===== src/rtl/uart_rb_pkg.sv =====
// Shared types and word indices for the UART register front end.
// Assumes a byte-offset bus with 32-bit word spacing.
package uart_rb_pkg;
    localparam int BYTE_W   = 8;
    localparam int BANK_BIT = 7;

    // Word indices (byte offset / 4)
    localparam int WIX_DATA  = 0;
    localparam int WIX_IEDH  = 1;
    localparam int WIX_IDFC  = 2;
    localparam int WIX_LCR   = 3;
    localparam int WIX_MCR   = 4;
    localparam int WIX_LSR   = 5;
    localparam int WIX_DLO   = 8;
    localparam int WIX_DHI   = 9;
    localparam int WIX_ID1   = 10;
    localparam int WIX_ID2   = 11;
    localparam int WIX_PWR   = 12;

    typedef enum logic [3:0] {
        SEL_NONE,
        SEL_DATA,
        SEL_DIV_LO,
        SEL_DIV_HI,
        SEL_IER,
        SEL_IDFC,
        SEL_LCR,
        SEL_MCR,
        SEL_LSR,
        SEL_ID1,
        SEL_ID2,
        SEL_PWR
    } reg_sel_e;
endpackage


===== src/rtl/uart_rb_decode.sv =====
// Address decoder: maps a byte offset plus the bank bit to one register
// select. Assumes word-aligned accesses; misaligned ones decode as none.
module uart_rb_decode
    import uart_rb_pkg::*;
#(
    parameter int ADDR_W = 8
) (
    input  logic [ADDR_W-1:0] addr,
    input  logic              bank,
    output reg_sel_e          sel
);
    localparam int WIX_W = ADDR_W - 2;

    logic [WIX_W-1:0] wix;
    assign wix = addr[ADDR_W-1:2];

    // Pick the register addressed by this access
    always_comb begin
        sel = SEL_NONE;
        if (addr[1:0] == 2'b00) begin
            case (wix)
                WIX_W'(WIX_DATA): sel = bank ? SEL_DIV_LO : SEL_DATA;
                WIX_W'(WIX_IEDH): sel = bank ? SEL_DIV_HI : SEL_IER;
                WIX_W'(WIX_IDFC): sel = SEL_IDFC;
                WIX_W'(WIX_LCR):  sel = SEL_LCR;
                WIX_W'(WIX_MCR):  sel = SEL_MCR;
                WIX_W'(WIX_LSR):  sel = SEL_LSR;
                WIX_W'(WIX_DLO):  sel = SEL_DIV_LO;
                WIX_W'(WIX_DHI):  sel = SEL_DIV_HI;
                WIX_W'(WIX_ID1):  sel = SEL_ID1;
                WIX_W'(WIX_ID2):  sel = SEL_ID2;
                WIX_W'(WIX_PWR):  sel = SEL_PWR;
                default:          sel = SEL_NONE;
            endcase
        end
    end
endmodule


===== src/rtl/uart_rb_ctrl.sv =====
// Control register storage and datapath strobes. All state resets to zero.
// Strobes are registered, so they appear the cycle after the bus access.
module uart_rb_ctrl
    import uart_rb_pkg::*;
#(
    parameter int DATA_W = 32
) (
    input  logic                clk,
    input  logic                rst_n,
    input  reg_sel_e            sel,
    input  logic                wr,
    input  logic                rd,
    input  logic [DATA_W-1:0]   wdata,
    output logic [BYTE_W-1:0]   ier,
    output logic [BYTE_W-1:0]   lcr,
    output logic [BYTE_W-1:0]   mcr,
    output logic [DATA_W-1:0]   pwr,
    output logic [BYTE_W-1:0]   fcr,
    output logic                fcr_wr,
    output logic [BYTE_W-1:0]   tx_data,
    output logic                tx_load,
    output logic                rx_pop
);
    logic [BYTE_W-1:0] wbyte;
    assign wbyte = wdata[BYTE_W-1:0];

    // Hold the writable settings
    always_ff @(posedge clk) begin
        if (!rst_n) begin
            ier <= '0;
            lcr <= '0;
            mcr <= '0;
            pwr <= '0;
            fcr <= '0;
            tx_data <= '0;
        end else if (wr) begin
            case (sel)
                SEL_IER:  ier <= wbyte;
                SEL_LCR:  lcr <= wbyte;
                SEL_MCR:  mcr <= wbyte;
                SEL_PWR:  pwr <= wdata;
                SEL_IDFC: fcr <= wbyte;
                SEL_DATA: tx_data <= wbyte;
                default:  ;
            endcase
        end
    end

    // Generate one-cycle strobes toward the datapath
    always_ff @(posedge clk) begin
        if (!rst_n) begin
            tx_load <= 1'b0;
            rx_pop  <= 1'b0;
            fcr_wr  <= 1'b0;
        end else begin
            tx_load <= wr && (sel == SEL_DATA);
            rx_pop  <= rd && (sel == SEL_DATA);
            fcr_wr  <= wr && (sel == SEL_IDFC);
        end
    end

    assert_tx_strobe_R2: assert property (@(posedge clk) disable iff (!rst_n)
        tx_load |-> $past(wr && !lcr[BANK_BIT]));
    assert_rx_strobe_R2: assert property (@(posedge clk) disable iff (!rst_n)
        rx_pop |-> $past(rd && !lcr[BANK_BIT]));
    assert_ier_bank_R3: assert property (@(posedge clk) disable iff (!rst_n)
        $past(lcr[BANK_BIT]) |-> $stable(ier));
    assert_fcr_pulse_R5: assert property (@(posedge clk) disable iff (!rst_n)
        fcr_wr |=> !fcr_wr || $past(wr));
endmodule


===== src/rtl/uart_rb_divisor.sv =====
// Baud divisor latch and tick generator. The latch has no reset; a
// programmed flag (reset to 0) holds the output at 1 until any divisor
// byte is written. The count restarts on every divisor write.
module uart_rb_divisor
    import uart_rb_pkg::*;
(
    input  logic                clk,
    input  logic                rst_n,
    input  logic                wr_lo,
    input  logic                wr_hi,
    input  logic [BYTE_W-1:0]   wbyte,
    output logic [2*BYTE_W-1:0] div_q,
    output logic                baud
);
    localparam int DIV_W = 2 * BYTE_W;

    logic             prog_q;
    logic [DIV_W-1:0] cnt_q;
    logic             any_wr;
    logic             at_end;

    assign any_wr = wr_lo || wr_hi;
    assign at_end = (div_q != '0) && (cnt_q == div_q - DIV_W'(1));

    // Latch divisor bytes; intentionally outside reset
    always_ff @(posedge clk) begin
        if (wr_lo) div_q[BYTE_W-1:0]     <= wbyte;
        if (wr_hi) div_q[DIV_W-1:BYTE_W] <= wbyte;
    end

    // Track whether the divisor has been written since reset
    always_ff @(posedge clk) begin
        if (!rst_n)      prog_q <= 1'b0;
        else if (any_wr) prog_q <= 1'b1;
    end

    // Count clocks within one baud period
    always_ff @(posedge clk) begin
        if (!rst_n || any_wr)              cnt_q <= '0;
        else if (prog_q && div_q != '0)    cnt_q <= at_end ? '0 : cnt_q + DIV_W'(1);
    end

    assign baud = !prog_q || (prog_q && at_end);

    assert_prog_sticky_R10: assert property (@(posedge clk) disable iff (!rst_n)
        prog_q |=> prog_q);
    assert_cnt_range_R11: assert property (@(posedge clk) disable iff (!rst_n)
        (prog_q && div_q != '0) |-> cnt_q < div_q);
    assert_zero_div_R12: assert property (@(posedge clk) disable iff (!rst_n)
        (prog_q && div_q == '0 && !any_wr) |=> !baud);
    assert_div_hold_R13: assert property (@(posedge clk) disable iff (!rst_n)
        !$past(any_wr) |-> $stable(div_q));
endmodule


===== src/rtl/uart_regbank.sv =====
// Top of the UART register front end: decode, register storage, divisor
// and a registered read multiplexer. Read data appears one cycle after
// bus_rd and is zero otherwise.
module uart_regbank
    import uart_rb_pkg::*;
#(
    parameter int              ADDR_W  = 8,
    parameter int              DATA_W  = 32,
    parameter logic [31:0]     ID1_VAL = 32'h4455_0102,
    parameter logic [31:0]     ID2_VAL = 32'h0000_0017
) (
    input  logic                clk,
    input  logic                rst_n,
    input  logic [ADDR_W-1:0]   bus_addr,
    input  logic                bus_wr,
    input  logic                bus_rd,
    input  logic [DATA_W-1:0]   bus_wdata,
    output logic [DATA_W-1:0]   bus_rdata,
    input  logic [7:0]          rx_data_i,
    input  logic [7:0]          iid_i,
    input  logic [7:0]          lsr_i,
    output logic [7:0]          tx_data_o,
    output logic                tx_load_o,
    output logic                rx_pop_o,
    output logic [7:0]          fcr_o,
    output logic                fcr_wr_o,
    output logic [7:0]          ier_o,
    output logic [7:0]          lcr_o,
    output logic [7:0]          mcr_o,
    output logic [DATA_W-1:0]   pwr_o,
    output logic                baud_o
);
    reg_sel_e            sel;
    logic [2*BYTE_W-1:0] div_q;
    logic [DATA_W-1:0]   rmux;

    uart_rb_decode #(.ADDR_W(ADDR_W)) u_dec (
        .addr (bus_addr),
        .bank (lcr_o[BANK_BIT]),
        .sel  (sel)
    );

    uart_rb_ctrl #(.DATA_W(DATA_W)) u_ctrl (
        .clk     (clk),
        .rst_n   (rst_n),
        .sel     (sel),
        .wr      (bus_wr),
        .rd      (bus_rd),
        .wdata   (bus_wdata),
        .ier     (ier_o),
        .lcr     (lcr_o),
        .mcr     (mcr_o),
        .pwr     (pwr_o),
        .fcr     (fcr_o),
        .fcr_wr  (fcr_wr_o),
        .tx_data (tx_data_o),
        .tx_load (tx_load_o),
        .rx_pop  (rx_pop_o)
    );

    uart_rb_divisor u_div (
        .clk   (clk),
        .rst_n (rst_n),
        .wr_lo (bus_wr && sel == SEL_DIV_LO),
        .wr_hi (bus_wr && sel == SEL_DIV_HI),
        .wbyte (bus_wdata[BYTE_W-1:0]),
        .div_q (div_q),
        .baud  (baud_o)
    );

    // Select the value returned for the current read
    always_comb begin
        case (sel)
            SEL_DATA:   rmux = DATA_W'(rx_data_i);
            SEL_DIV_LO: rmux = DATA_W'(div_q[BYTE_W-1:0]);
            SEL_DIV_HI: rmux = DATA_W'(div_q[2*BYTE_W-1:BYTE_W]);
            SEL_IER:    rmux = DATA_W'(ier_o);
            SEL_IDFC:   rmux = DATA_W'(iid_i);
            SEL_LCR:    rmux = DATA_W'(lcr_o);
            SEL_MCR:    rmux = DATA_W'(mcr_o);
            SEL_LSR:    rmux = DATA_W'(lsr_i);
            SEL_ID1:    rmux = DATA_W'(ID1_VAL);
            SEL_ID2:    rmux = DATA_W'(ID2_VAL);
            SEL_PWR:    rmux = pwr_o;
            default:    rmux = '0;
        endcase
    end

    // Register read data for one cycle after each read
    always_ff @(posedge clk) begin
        if (!rst_n || !bus_rd) bus_rdata <= '0;
        else                   bus_rdata <= rmux;
    end

    assert_idle_zero_R1: assert property (@(posedge clk) disable iff (!rst_n)
        !$past(bus_rd) |-> bus_rdata == '0);
    assert_id1_R8: assert property (@(posedge clk) disable iff (!rst_n)
        $past(bus_rd && bus_addr == ADDR_W'(4 * WIX_ID1)) |-> bus_rdata == DATA_W'(ID1_VAL));
    assert_unmapped_R9: assert property (@(posedge clk) disable iff (!rst_n)
        $past(bus_rd && bus_addr[1:0] != 2'b00) |-> bus_rdata == '0);
endmodule


===== config.mk =====
export PLATFORM = sky130hd
export DESIGN_NAME = uart_regbank
export DESIGN_NICKNAME = d
export VERILOG_FILES = /design/src/rtl/uart_rb_pkg.sv /design/src/rtl/uart_rb_decode.sv /design/src/rtl/uart_rb_ctrl.sv /design/src/rtl/uart_rb_divisor.sv /design/src/rtl/uart_regbank.sv
export SDC_FILE = /design/constraint.sdc
export NUM_CORES = 1
export LEC_CHECK = 0
export ABC_AREA = 0
export BUFFER_PORTS_ARGS = -buffer_cell sky130_fd_sc_hd__buf_2
export CAP_MARGIN = 0
export CORE_ASPECT_RATIO = 0.5
export CORE_UTILIZATION = 47
export CTS_CLUSTER_DIAMETER = 100
export DETAILED_ROUTE_END_ITERATION = 10
export HOLD_SLACK_MARGIN = 0.05
export PLACE_DENSITY = 0.85
export SLEW_MARGIN = 10
export SYNTH_ARGS = -nofsm -noshare
export SYNTH_HDL_FRONTEND = slang
export SYNTH_SLANG_ARGS = --single-unit

===== constraint.sdc =====
create_clock -name clk -period 2.7 [get_ports clk]
set_clock_uncertainty 0.05 [all_clocks]
set_input_delay 0.54 -clock clk [delete_from_list [all_inputs] [get_ports clk]]
set_output_delay 0.54 -clock clk [all_outputs]
set_load 0.01 [all_outputs]

[Word level (Yosys, flattened, before mapping)]
Cells that the tools add are included.
Operators by class
  reduce and logical (&&, ||, !) cells: 24
  add/subtract/negate cells: 2
  equality and inequality tests: 22
  multiplexer cells: 6
Operators by type and width (number)
  $pmux 32 s11: 1
  $pmux 4 s11: 1
  $eq 6x4->1 const B: 5
  $add 16x1->16 const B: 1
  $eq 16x16->1: 1
  $eq 4x3->1 const B: 4
  $eq 4x4->1 const B: 4
  $mux 16: 1
  $reduce_bool 16->1: 1
  $sub 16x1->16 const B: 1
  $eq 6x2->1 const B: 2
  $eq 6x3->1 const B: 2
  $reduce_and 2->1: 6
  $eq 4x2->1 const B: 2
  $logic_and 1x1->1: 8
  $eq 6x1->1 const B: 1
  $logic_not 6->1: 1
  $eq 4x1->1 const B: 1
  $logic_or 1x1->1: 4
  $mux 4: 1
  $logic_not 1->1: 3
  $mux 3: 1
  $logic_not 2->1: 1
  $mux 2: 1
Storage, ports and cells
  register bits after elaboration: 140
  word-level logic and storage cells: 68
  input port bits: 68

[Logic depth before layout (Yosys ltp)]
Gate-level depths: netlist of run 1.
  depth after elaboration: 7
  depth in mapped cells: 11

[By module]
Synthesis of run 1 repeated with hierarchy kept, for this count alone.
Unflattened totals
  cells, all modules: 674
  area, all modules: 6452.4 µm²
Modules (own cells, without submodules)
  uart_rb_ctrl: cells each 284, instances 1, area an instance 2792.7 µm², seq. area each 1501.4 µm²
  uart_rb_divisor: cells each 188, instances 1, area an instance 1873.0 µm², seq. area each 820.8 µm²
  uart_regbank: cells each 178, instances 1, area an instance 1622.8 µm², seq. area each 640.6 µm²
  uart_rb_decode: cells each 24, instances 1, area an instance 163.9 µm², seq. area each 0.0 µm²

[Worst setup path after synthesis of run 1]
Ideal clock, no wire load.
  path type: input to register
  start point: input port bus_addr[2]
  end point: register u_div.div_q[10] (enable)
  data arrival time: 2.469 ns
  required time: 2.267 ns
  library setup time: 0.383 ns
  stages: 8
  slack: -0.202 ns
  cell sequence: clkbuf_1 -> nor2b_1 -> o21ai_0 -> a21oi_1 -> nor2_1 -> buf_2 -> nand2_1 -> nor3_1
On the way
  word-level cells in the longest chain between the ends: 5
  elaborated cells between the ends (all ways): 15
RTL lines
  start, declared: line uart_regbank.sv:14  | input logic [ADDR_W-1:0] bus_addr,
  $eq 6x4->1, or another cell as far along: line uart_rb_decode.sv:21  | case (wix)
  $pmux 4 s11 (*): line uart_rb_decode.sv:21
  $mux 4 (*): line uart_rb_decode.sv:20  | if (addr[1:0] == 2'b00) begin
  $eq 4x2->1 (*): line uart_regbank.sv:65  | .wr_hi (bus_wr && sel == SEL_DIV_HI),
  $logic_and 1x1->1 (*): line uart_regbank.sv:65
  net u_div.wr_hi: line uart_rb_divisor.sv:10  | input logic wr_hi,
  end signal, assigned by index: line uart_rb_divisor.sv:27  | if (wr_lo) div_q[BYTE_W-1:0] <= wbyte;
  end signal, assigned by index: line uart_rb_divisor.sv:28  | if (wr_hi) div_q[DIV_W-1:BYTE_W] <= wbyte;
  end, declared: line uart_rb_divisor.sv:12  | output logic [2*BYTE_W-1:0] div_q,
Mark *: on every way through the listed nets, which the timed path passes. The rest lies on a longest branch.
A chain may end at the register's enable or synchronous reset.

[Worst setup path after layout of run 1]
  start point: register u_div.div_q[0]
  end point: output port baud_o
On the way
  word-level cells in the longest chain between the ends: 5
  elaborated cells between the ends (all ways): 6
RTL lines
  $sub 16x1->16: line uart_rb_divisor.sv:23  | assign at_end = (div_q != '0) && (cnt_q == div_q - DIV_W'(1));
  $eq 16x16->1: line uart_rb_divisor.sv:23
  $logic_and 1x1->1 (*): line uart_rb_divisor.sv:23
  $logic_and 1x1->1 (*): line uart_rb_divisor.sv:43  | assign baud = !prog_q || (prog_q && at_end);
  $logic_or 1x1->1 (*): line uart_rb_divisor.sv:43
  end, declared: line uart_regbank.sv:31  | output logic baud_o
Every way passes the cells marked *; elsewhere a longest branch is shown, timed or not.

==> impl_metrics.json, run 1 <==
{
  "status": "complete, but fails checks",
  "violations": "negative setup slack",
  "path_class": "register to output pin",
  "synthCells": 685,
  "cts-root-buf": "clkbuf_16",
  "ios": 176,
  "die_h_um": 82.6,
  "drt_pass1_iterations": 6,
  "worst_slew_pin_slew_ps": 784,
  "power.density_mw_per_mm2": 581,
  "rr_startpoint": "u_div.div_q[0]",
  "grt_pass1_vias": 5343,
  "postRouteAntennaNets": 0,
  "slew-limit-headroom_pct": 47.7,
  "synth_fp_nets": 756,
  "crit_path_start_kind": "register",
  "drt_iter0_drc": 587,
  "die_width_um": 163,
  "cp.required_ps": 2110,
  "ys_types": 62,
  "gp_congestion": 0.933,
  "clockBufferDepth": 2,
  "dp_slack_ps": -78.8,
  "final-max-slew-violation-count": 0,
  "startpoint": "u_div.div_q[0]",
  "viasPerCell": 5.52,
  "peakVddDrop_uv": 342,
  "synth_edf_count": 16,
  "path_buf_inv": 2,
  "antenna_found_initial": 0,
  "place_area_mm2": 0.00739,
  "grt_pass1_wl_um": 27500,
  "die_area_mm2": 0.0135,
  "final_cell_mix": "buf_2 (174), nand2_1 (140), dfxtp_1 (124), a21oi_1 (83), nor2_1 (52)",
  "clk-insertion-delay-late_ps": 430,
  "num_rows": 29,
  "io_buffers": 175,
  "start_util_pct": 48.2,
  "num-nets-final": 959,
  "ys_warn_count": 0,
  "routed_wl_um": 18500,
  "diodes": 0,
  "end_kind": "output pin",
  "dominantRegCellSynth": "dfxtp_1",
  "critPathMaxFanout": 5,
  "grt_overflow": 0,
  "maxCapViolCount": 0,
  "hold_buffers": 0,
  "worstHoldStart": "bus_wdata[12]",
  "clkSinkCount": 140,
  "yosysSeqAreaShare_pct": 48.5,
  "grt_usage_pct": 27.0,
  "vias": 5917,
  "report.power.total_mw": 4.71,
  "hold_class": "primary input to register",
  "design_area_mm2": 0.00810,
  "cts_tree": "yes",
  "numCtsBuffers": 17,
  "syn_area_per_cell_um2": 8.92,
  "arrival_ps": 2570,
  "slowest_stage": "edfxtp_1",
  "max_stage_delay_ps": 410,
  "worst_slack_ps": -461,
  "period_minus_slack_ps": 3160,
  "setup_viol": 9,
  "syn-cell-area_mm2": 0.00611,
  "postSynth.asyncResetShare_pct": 0,
  "crit_family": "simple AND/OR/NAND/NOR gates",
  "syn2layout_area_growth_pct": 32.6,
  "whs_ps": 291,
  "timing.fmax_ghz": 0.316,
  "core_region_area_mm2": 0.0127,
  "fillers": 1050,
  "drc": 0,
  "hold_violations": 0,
  "critical_path.cell_chain": "inv_2, ha_4, or3b_4, and4bb_2, mux2i_2, a2111oi_4, nand3_4, nand2_2, buf_6",
  "path_clk_slew_ps": 80,
  "finalCritPeriodShare_pct": 117,
  "grt_max_degree": 53,
  "rsz0062_at_grt": "true",
  "post_drt_wl_per_cell_um": 17.3,
  "hpwl_um": 13000,
  "synth-seq-cells": 140,
  "p_leak_nw": 3.39,
  "final_core_util_pct": 64.0,
  "drive_gt1_share_pct": 32.0,
  "final_common_cell": "buf_2",
  "cts_htree_levels": 4
}
sequential cells by signal (all words and copies together), names as in the netlist:
signal and flops:
bus_rdata 32, u_ctrl.fcr 8, u_ctrl.fcr_wr 1, u_ctrl.ier 8
u_ctrl.lcr 8, u_ctrl.mcr 8, u_ctrl.pwr 32, u_ctrl.rx_pop 1
u_ctrl.tx_data 8, u_ctrl.tx_load 1, u_div.cnt_q 16, u_div.div_q 16
u_div.prog_q 1
worst reg2reg max path, stage by stage, from the launching register on:
cell and delay, ps:
edfxtp_1 410, inv_2 110, ha_4 140, or3b_4 390
and4bb_2 360, mux2i_2 100, a2111oi_4 360, nand3_4 110
buf_4 170, o21bai_4 210, clkbuf_16 180, nor2_1 40
per-stage QoR:
stage          setup TNS (ps)  instances
2_1_floorplan               0        685
3_3_place_gp            -44.4       1033
3_5_place_dp             -758       1033
4_1_cts                  -450       1068
5_1_grt                 -1940       1071
6_report                 -607       1071
layer usage:
metal / up-vias / wire length (µm) / global-route usage [%]
met4: 0 / 517 / 10.5
met1: 2799 / 7530 / 32.3
li1: 2790 / - / -
met3: 62 / 1380 / 6.44
met2: 266 / 9060 / 47.7
met5: - / 0 / 0
final cells by class:
class	instances	area (µm²)	area share, %
clock buffers	17	425	5.25
inverters	7	26.3	0.324
multi-input cells	497	2970	36.7
clock inverters	15	189	2.33
repair buffers	225	1310	16.2
well taps	170	213	2.63
flip-flops and latches	140	2960	36.6
synth_stat cells, types with 5 or more instances:
master | n | area share [%]
nor2_1 | 52 | 3.2
o21a_1 | 8 | 0.98
inv_1 | 6 | 0.37
clkbuf_1 | 23 | 1.4
nor3_1 | 9 | 0.74
and2_1 | 20 | 2.0
xnor2_1 | 16 | 2.3
a21oi_1 | 83 | 6.8
and3_1 | 10 | 1.0
edfxtp_1 | 16 | 7.9
nand3_1 | 24 | 2.0
nand4_1 | 5 | 0.51
dfxtp_1 | 124 | 41
nand2_1 | 141 | 8.7
buf_2 | 14 | 1.1
xor2_1 | 18 | 2.6
a221oi_1 | 6 | 0.86
a31oi_1 | 8 | 0.82
a22o_1 | 6 | 0.86
mux2i_1 | 22 | 3.6
logic make-up after synthesis:
group / Yosys count / synth area share, %
AND/OR/NAND/NOR: 298 / 23.6
buffers and inverters: 48 / 3.54
XOR/XNOR: 34 / 4.87
flip-flops: 140 / 48.5
AO/OA/AOI/OAI: 138 / 14.9
multiplexers: 24 / 3.97
adder cells (fa/ha/maj): 3 / 0.614
where the power goes:
part	leakage (nW)	switching, mW	total (mW)	internal, mW
clock network	0.299	1.11	2.38	1.26
registers	1.14	0.00488	2.11	2.10
logic	1.95	0.136	0.224	0.0880
total	3.39	1.25	4.71	3.46
final timing paths:
kind | cells after the start | slack (ps) | end
worst max register to register | 11 | -30 | u_div.cnt_q[5]
worst min-delay path | 3 | 290 | u_ctrl.pwr[12]
worst min register to register | 2 | 410 | u_ctrl.pwr[12]
worst max-delay path | 9 | -460 | baud_o
repair_timing:
item                                    in CTS  in global routing
endpoints found under the hold margin        0                  0
endpoints found under the setup margin      14                 14
setup buffers                                3                  2
pin swaps                                    9                  2
gates resized for setup                      2                  2
gates cloned                                 0                  1
No activity file was read; power rests on OpenSTA's default activity.
==> run 2: changes to the inputs <==
--- a/config.mk
+++ b/config.mk
@@ -14,6 +14,7 @@
 export DETAILED_ROUTE_END_ITERATION = 10
 export HOLD_SLACK_MARGIN = 0.05
 export PLACE_DENSITY = 0.85
+export SETUP_SLACK_MARGIN = 0.5
 export SLEW_MARGIN = 10
 export SYNTH_ARGS = -nofsm -noshare
 export SYNTH_HDL_FRONTEND = slang
==> impl_metrics.json, run 2 (same netlist as run 1, synthesis figures left out) <==
{
  "status": "complete, but fails checks",
  "violations": "negative setup slack",
  "clockBufferDepth": 2,
  "hold_class": "primary input to register",
  "end_kind": "output pin",
  "antenna_found_initial": 1,
  "drc": 0,
  "num_rows": 29,
  "r2r-end": "u_div.cnt_q[13]",
  "worst_slew_pin_slew_ps": 530,
  "drt_pass1_iterations": 7,
  "peakVddDrop_uv": 396,
  "routed_wl_um": 19300,
  "rr_startpoint": "u_div.div_q[1]",
  "reg2regPathDepth": 12,
  "ios": 176,
  "final_common_cell": "buf_2",
  "r2r_slack_ps": 60,
  "crit_family": "simple AND/OR/NAND/NOR gates",
  "finalCritPeriodShare_pct": 117,
  "grt_overflow": 0,
  "setup_viol": 1,
  "slew-limit-headroom_pct": 64.7,
  "vias": 6048,
  "largestRegisters": "bus_rdata (32), u_ctrl.pwr (32)",
  "io_buffers": 175,
  "worstHoldStart": "bus_wdata[16]",
  "stdcell_count": 1077,
  "final-max-slew-violation-count": 0,
  "grt_max_degree": 67,
  "hpwl_um": 13000,
  "cts_tree": "yes",
  "clkSinkCount": 140,
  "tns_ps": -448,
  "place_area_mm2": 0.00754,
  "crit_path_start_kind": "register",
  "die_area_mm2": 0.0135,
  "grt_pass1_wl_um": 28300,
  "path_clk_slew_ps": 70,
  "design_area_mm2": 0.00840,
  "fillers": 980,
  "cts_htree_levels": 4,
  "post_drt_wl_per_cell_um": 17.9,
  "timing.fmax_ghz": 0.318,
  "rsz0062_at_grt": "true",
  "drive_gt1_share_pct": 35.3,
  "die_width_um": 163,
  "placed_cells": 1032,
  "viasPerCell": 5.62,
  "path_class": "register to output pin",
  "maxCapViolCount": 0,
  "cp.required_ps": 2110,
  "worstHoldPathCells": 3,
  "postRouteAntennaNets": 0,
  "max_stage_delay_ps": 400,
  "clk-insertion-delay-late_ps": 420,
  "hold_violations": 0,
  "whs_ps": 304,
  "die_h_um": 82.6,
  "p_leak_nw": 3.46,
  "syn2layout_area_growth_pct": 37.5,
  "dp_slack_ps": -62.4,
  "grt_pass1_vias": 5466,
  "start_util_pct": 48.2,
  "numCtsBuffers": 17,
  "drt_iter0_drc": 641,
  "slowest_stage": "edfxtp_1",
  "path_buf_inv": 2,
  "report.power.total_mw": 4.92,
  "num-nets-final": 964,
  "cts-root-buf": "clkbuf_16",
  "grt_usage_pct": 27.6,
  "critPathMaxFanout": 4,
  "gp_congestion": 0.938,
  "critical_path.cell_chain": "inv_2, ha_4, or3b_4, and4bb_2, xnor2_1, nor2_2, a2111oi_4, nand3_4, nand2_2, buf_6",
  "power.density_mw_per_mm2": 586,
  "final_core_util_pct": 66.3,
  "hold_buffers": 0,
  "period_minus_slack_ps": 3150,
  "hold_end": "u_ctrl.pwr[16]",
  "worst_slack_ps": -448,
  "core_region_area_mm2": 0.0127,
  "final_cell_mix": "buf_2 (174), nand2_1 (138), dfxtp_1 (123), a21oi_1 (80), nor2_1 (48)",
  "arrival_ps": 2560
}
## run 2: cell count changes in the layout (fill, tap and decap cells not counted), sizes merged
cell / change
clkinv: -3
clkbuf: -1
and3: +1
buf: +5
bufinv: +3
diode: +1
## run 2: area by class of cell
class                      count  area (µm²)  area share [%]
antenna                        1        2.50          0.0298
clock buffer                  17         425            5.06
clock inverter                15         220            2.62
inverter                       7        26.3           0.313
multi-input combinational    498        3200            38.1
sequential                   140        2970            35.3
tap                          170         213            2.53
timing repair buffer         229        1340            16.0
## run 2: what timing repair did
item | 4_1_cts | 5_1_grt
pin swaps | 9 | 9
buffers inserted | 5 | 6
hold endpoints to repair | 0 | 0
gates cloned | 1 | 0
endpoints found under the setup margin | 56 | 86
gates resized for setup | 6 | 16
## run 2: power by group
| part | internal (mW) | total [mW] | switching (mW) |
|---|---|---|---|
| Sequential | 2.10 | 2.11 | 0.00438 |
| Combinational | 0.103 | 0.268 | 0.165 |
| Clock | 1.51 | 2.55 | 1.04 |
| Total | 3.72 | 4.92 | 1.21 |
## run 2: worst reg2reg max path, cell delays in order (launching register included)
cell and delay (ps):
edfxtp_1 400, inv_2 100, ha_4 130, or3b_4 390, and4bb_2 360, xnor2_1 140
nor2_2 70, a2111oi_4 250, nand3_4 110, buf_4 170, o21bai_4 160, buf_12 150
nor2_1 50
## run 2: per-layer routing
layer / wire length [µm] / vias to the layer above / GRT usage (%)
met4: 612 / 2 / 12.1
met1: 7610 / 2859 / 32.6
li1: - / 2817 / -
met5: 31 / - / 0
met2: 9530 / 301 / 49.2
met3: 1500 / 69 / 6.09
## run 2: how the worst max path moves through the flow
| stage | from | endpoint | slack (ps) | depth (start not counted) |
|---|---|---|---|---|
| after floorplan | u_div.div_q[0] | baud_o | 5 | 8 |
| after global placement | u_div.div_q[1] | baud_o | -20 | 9 |
| after detailed placement | u_div.div_q[1] | baud_o | -60 | 9 |
| after CTS | u_div.div_q[1] | baud_o | -450 | 10 |
| after global routing | u_div.div_q[1] | baud_o | -540 | 10 |
| final | u_div.div_q[1] | baud_o | -450 | 10 |
==> run 3: changes to the inputs <==
--- a/config.mk
+++ b/config.mk
@@ -8,12 +8,14 @@
 export ABC_AREA = 0
 export BUFFER_PORTS_ARGS = -buffer_cell sky130_fd_sc_hd__buf_2
 export CAP_MARGIN = 0
+export CELL_PAD_IN_SITES_DETAIL_PLACEMENT = 1
+export CELL_PAD_IN_SITES_GLOBAL_PLACEMENT = 2
 export CORE_ASPECT_RATIO = 0.5
-export CORE_UTILIZATION = 47
+export CORE_UTILIZATION = 27
 export CTS_CLUSTER_DIAMETER = 100
 export DETAILED_ROUTE_END_ITERATION = 10
 export HOLD_SLACK_MARGIN = 0.05
-export PLACE_DENSITY = 0.85
+export PLACE_DENSITY = 0.84
 export SETUP_SLACK_MARGIN = 0.5
 export SLEW_MARGIN = 10
 export SYNTH_ARGS = -nofsm -noshare
==> impl_metrics.json, run 3 (same netlist as run 1, synthesis figures left out) <==
{
  "largestRegisters": "bus_rdata (32), u_ctrl.pwr (32)",
  "met3_length_um": 923,
  "m1WireLength_um": 10300,
  "gp_congestion": 0.917,
  "status": "complete, but fails checks",
  "numCtsBuffers": 17,
  "start_util_pct": 27.9,
  "power.density_mw_per_mm2": 527,
  "routed_wl_um": 23900,
  "fillers": 2517,
  "num-nets-final": 987,
  "grt_max_degree": 36,
  "final_common_cell": "buf_2",
  "die_width_um": 215,
  "hold_class": "primary input to register",
  "arrival_ps": 2570,
  "whs_ps": 288,
  "clkSinkCount": 140,
  "grt_usage_pct": 20.5,
  "setup_viol": 1,
  "multi_input_area_mm2": 0.00364,
  "num_rows": 38,
  "io_buffers": 175,
  "top_layer": "met4",
  "path_clk_slew_ps": 70,
  "wl_met2_um": 12100,
  "final-max-slew-violation-count": 0,
  "grt_pass1_wl_um": 35700,
  "clockBufferDepth": 2,
  "die_area_mm2": 0.0233,
  "drt_pass1_iterations": 4,
  "post_drt_wl_per_cell_um": 19.4,
  "grt_pass1_vias": 6158,
  "hold_buffers": 0,
  "hold_violations": 0,
  "hpwl_um": 17000,
  "peakVddDrop_uv": 339,
  "seqCellArea_mm2": 0.00297,
  "period_minus_slack_ps": 3160,
  "syn2layout_area_growth_pct": 51.1,
  "core_region_area_mm2": 0.0219,
  "vias": 6042,
  "crit_end": "baud_o",
  "rr_startpoint": "u_div.div_q[0]",
  "clk-insertion-delay-late_ps": 430,
  "ios": 176,
  "violations": "negative setup slack",
  "slew-limit-headroom_pct": 60.5,
  "worst_slack_ps": -464,
  "path_class": "register to output pin",
  "startpoint": "u_div.div_q[0]",
  "drt_iter0_drc": 323,
  "worst_slew_pin_slew_ps": 592,
  "timing.fmax_ghz": 0.316,
  "cts_htree_levels": 4,
  "postRouteAntennaNets": 0,
  "crit_path_start_kind": "register",
  "cts-root-buf": "clkbuf_16",
  "grt_overflow": 0,
  "cp.required_ps": 2110,
  "p_leak_nw": 3.65,
  "final_cell_mix": "buf_2 (174), dfxtp_1 (123), nand2_1 (89), buf_4 (54), nor2_1 (46)",
  "critPathMaxFanout": 4,
  "report.power.total_mw": 4.87,
  "worstHoldPathCells": 3,
  "cts_tree": "yes",
  "antenna_found_initial": 1,
  "r2r-end": "u_div.cnt_q[9]",
  "drive_gt1_share_pct": 48.4,
  "maxCapViolCount": 0,
  "end_kind": "output pin",
  "r2r_slack_ps": 50,
  "rsz0062_at_grt": "true",
  "reg2regPathDepth": 12,
  "drc": 0,
  "finalCritPeriodShare_pct": 117,
  "viasPerCell": 4.91,
  "die_h_um": 108
}
## run 3: power breakdown
part / internal [mW] / switching, mW / leakage (nW) / total, mW
Clock: 1.46 / 0.990 / 0.291 / 2.45
Sequential: 2.10 / 0.00359 / 1.14 / 2.11
Combinational: 0.122 / 0.189 / 2.22 / 0.311
Total: 3.68 / 1.18 / 3.65 / 4.87
## run 3: how the worst min path moves through the flow
stage | startpoint | end | slack, ps
6_report | bus_wdata[23] | u_ctrl.pwr[23] | 290
5_1_grt | bus_wdata[15] | u_ctrl.pwr[15] | 270
4_1_cts | bus_wdata[14] | u_ctrl.pwr[14] | 280
3_5_place_dp | u_ctrl.tx_data[0] | u_ctrl.tx_data[0] | 400
3_3_place_gp | u_ctrl.tx_data[4] | u_ctrl.tx_data[4] | 390
2_1_floorplan | u_div.cnt_q[1] | u_div.cnt_q[1] | 420
## run 3: cell type report
type / count / area share, %
Antenna cell: 1 / 0.0271
Tap cell: 300 / 4.07
Timing Repair Buffer: 252 / 17.4
Clock buffer: 22 / 5.15
Sequential cell: 140 / 32.1
Multi-Input combinational cell: 498 / 39.5
Inverter: 7 / 0.285
Clock inverter: 10 / 1.40
## run 3: repair_timing
action	in CTS	in global routing
setup buffers	13	10
gates resized for setup	13	154
endpoints found under the setup margin	84	56
pin swaps	10	104
cloned	1	0
## run 3: stage by stage
stage	utilization [%]	cells	cell area [µm²]	setup TNS (ps)	setup WS, ps
6_report	42.1	1230	9230	-464	-464
5_1_grt	42.1	1230	9230	-1150	-575
2_1_floorplan	-	685	6440	0	4.68
3_3_place_gp	35.7	1173	7830	-42.4	-42.4
4_1_cts	39.3	1219	8620	-509	-509
3_5_place_dp	35.7	1173	7830	-307	-83.4
## run 3: worst max-delay path, cell delays in order, from the launching register on
cell and delay [ps]:
edfxtp_1 410, inv_2 100, ha_4 120, or3b_4 390, and4bb_2 360, xnor2_1 140, nor2_2 80, a2111oi_4 240
nand3_4 130, nand2_4 80, buf_6 100
## run 3: layer usage
metal	GRT usage [%]	vias up
met5	0	-
met4	8.67	0
met3	3.83	41
met2	35.9	124
met1	24.9	3025
li1	-	2852
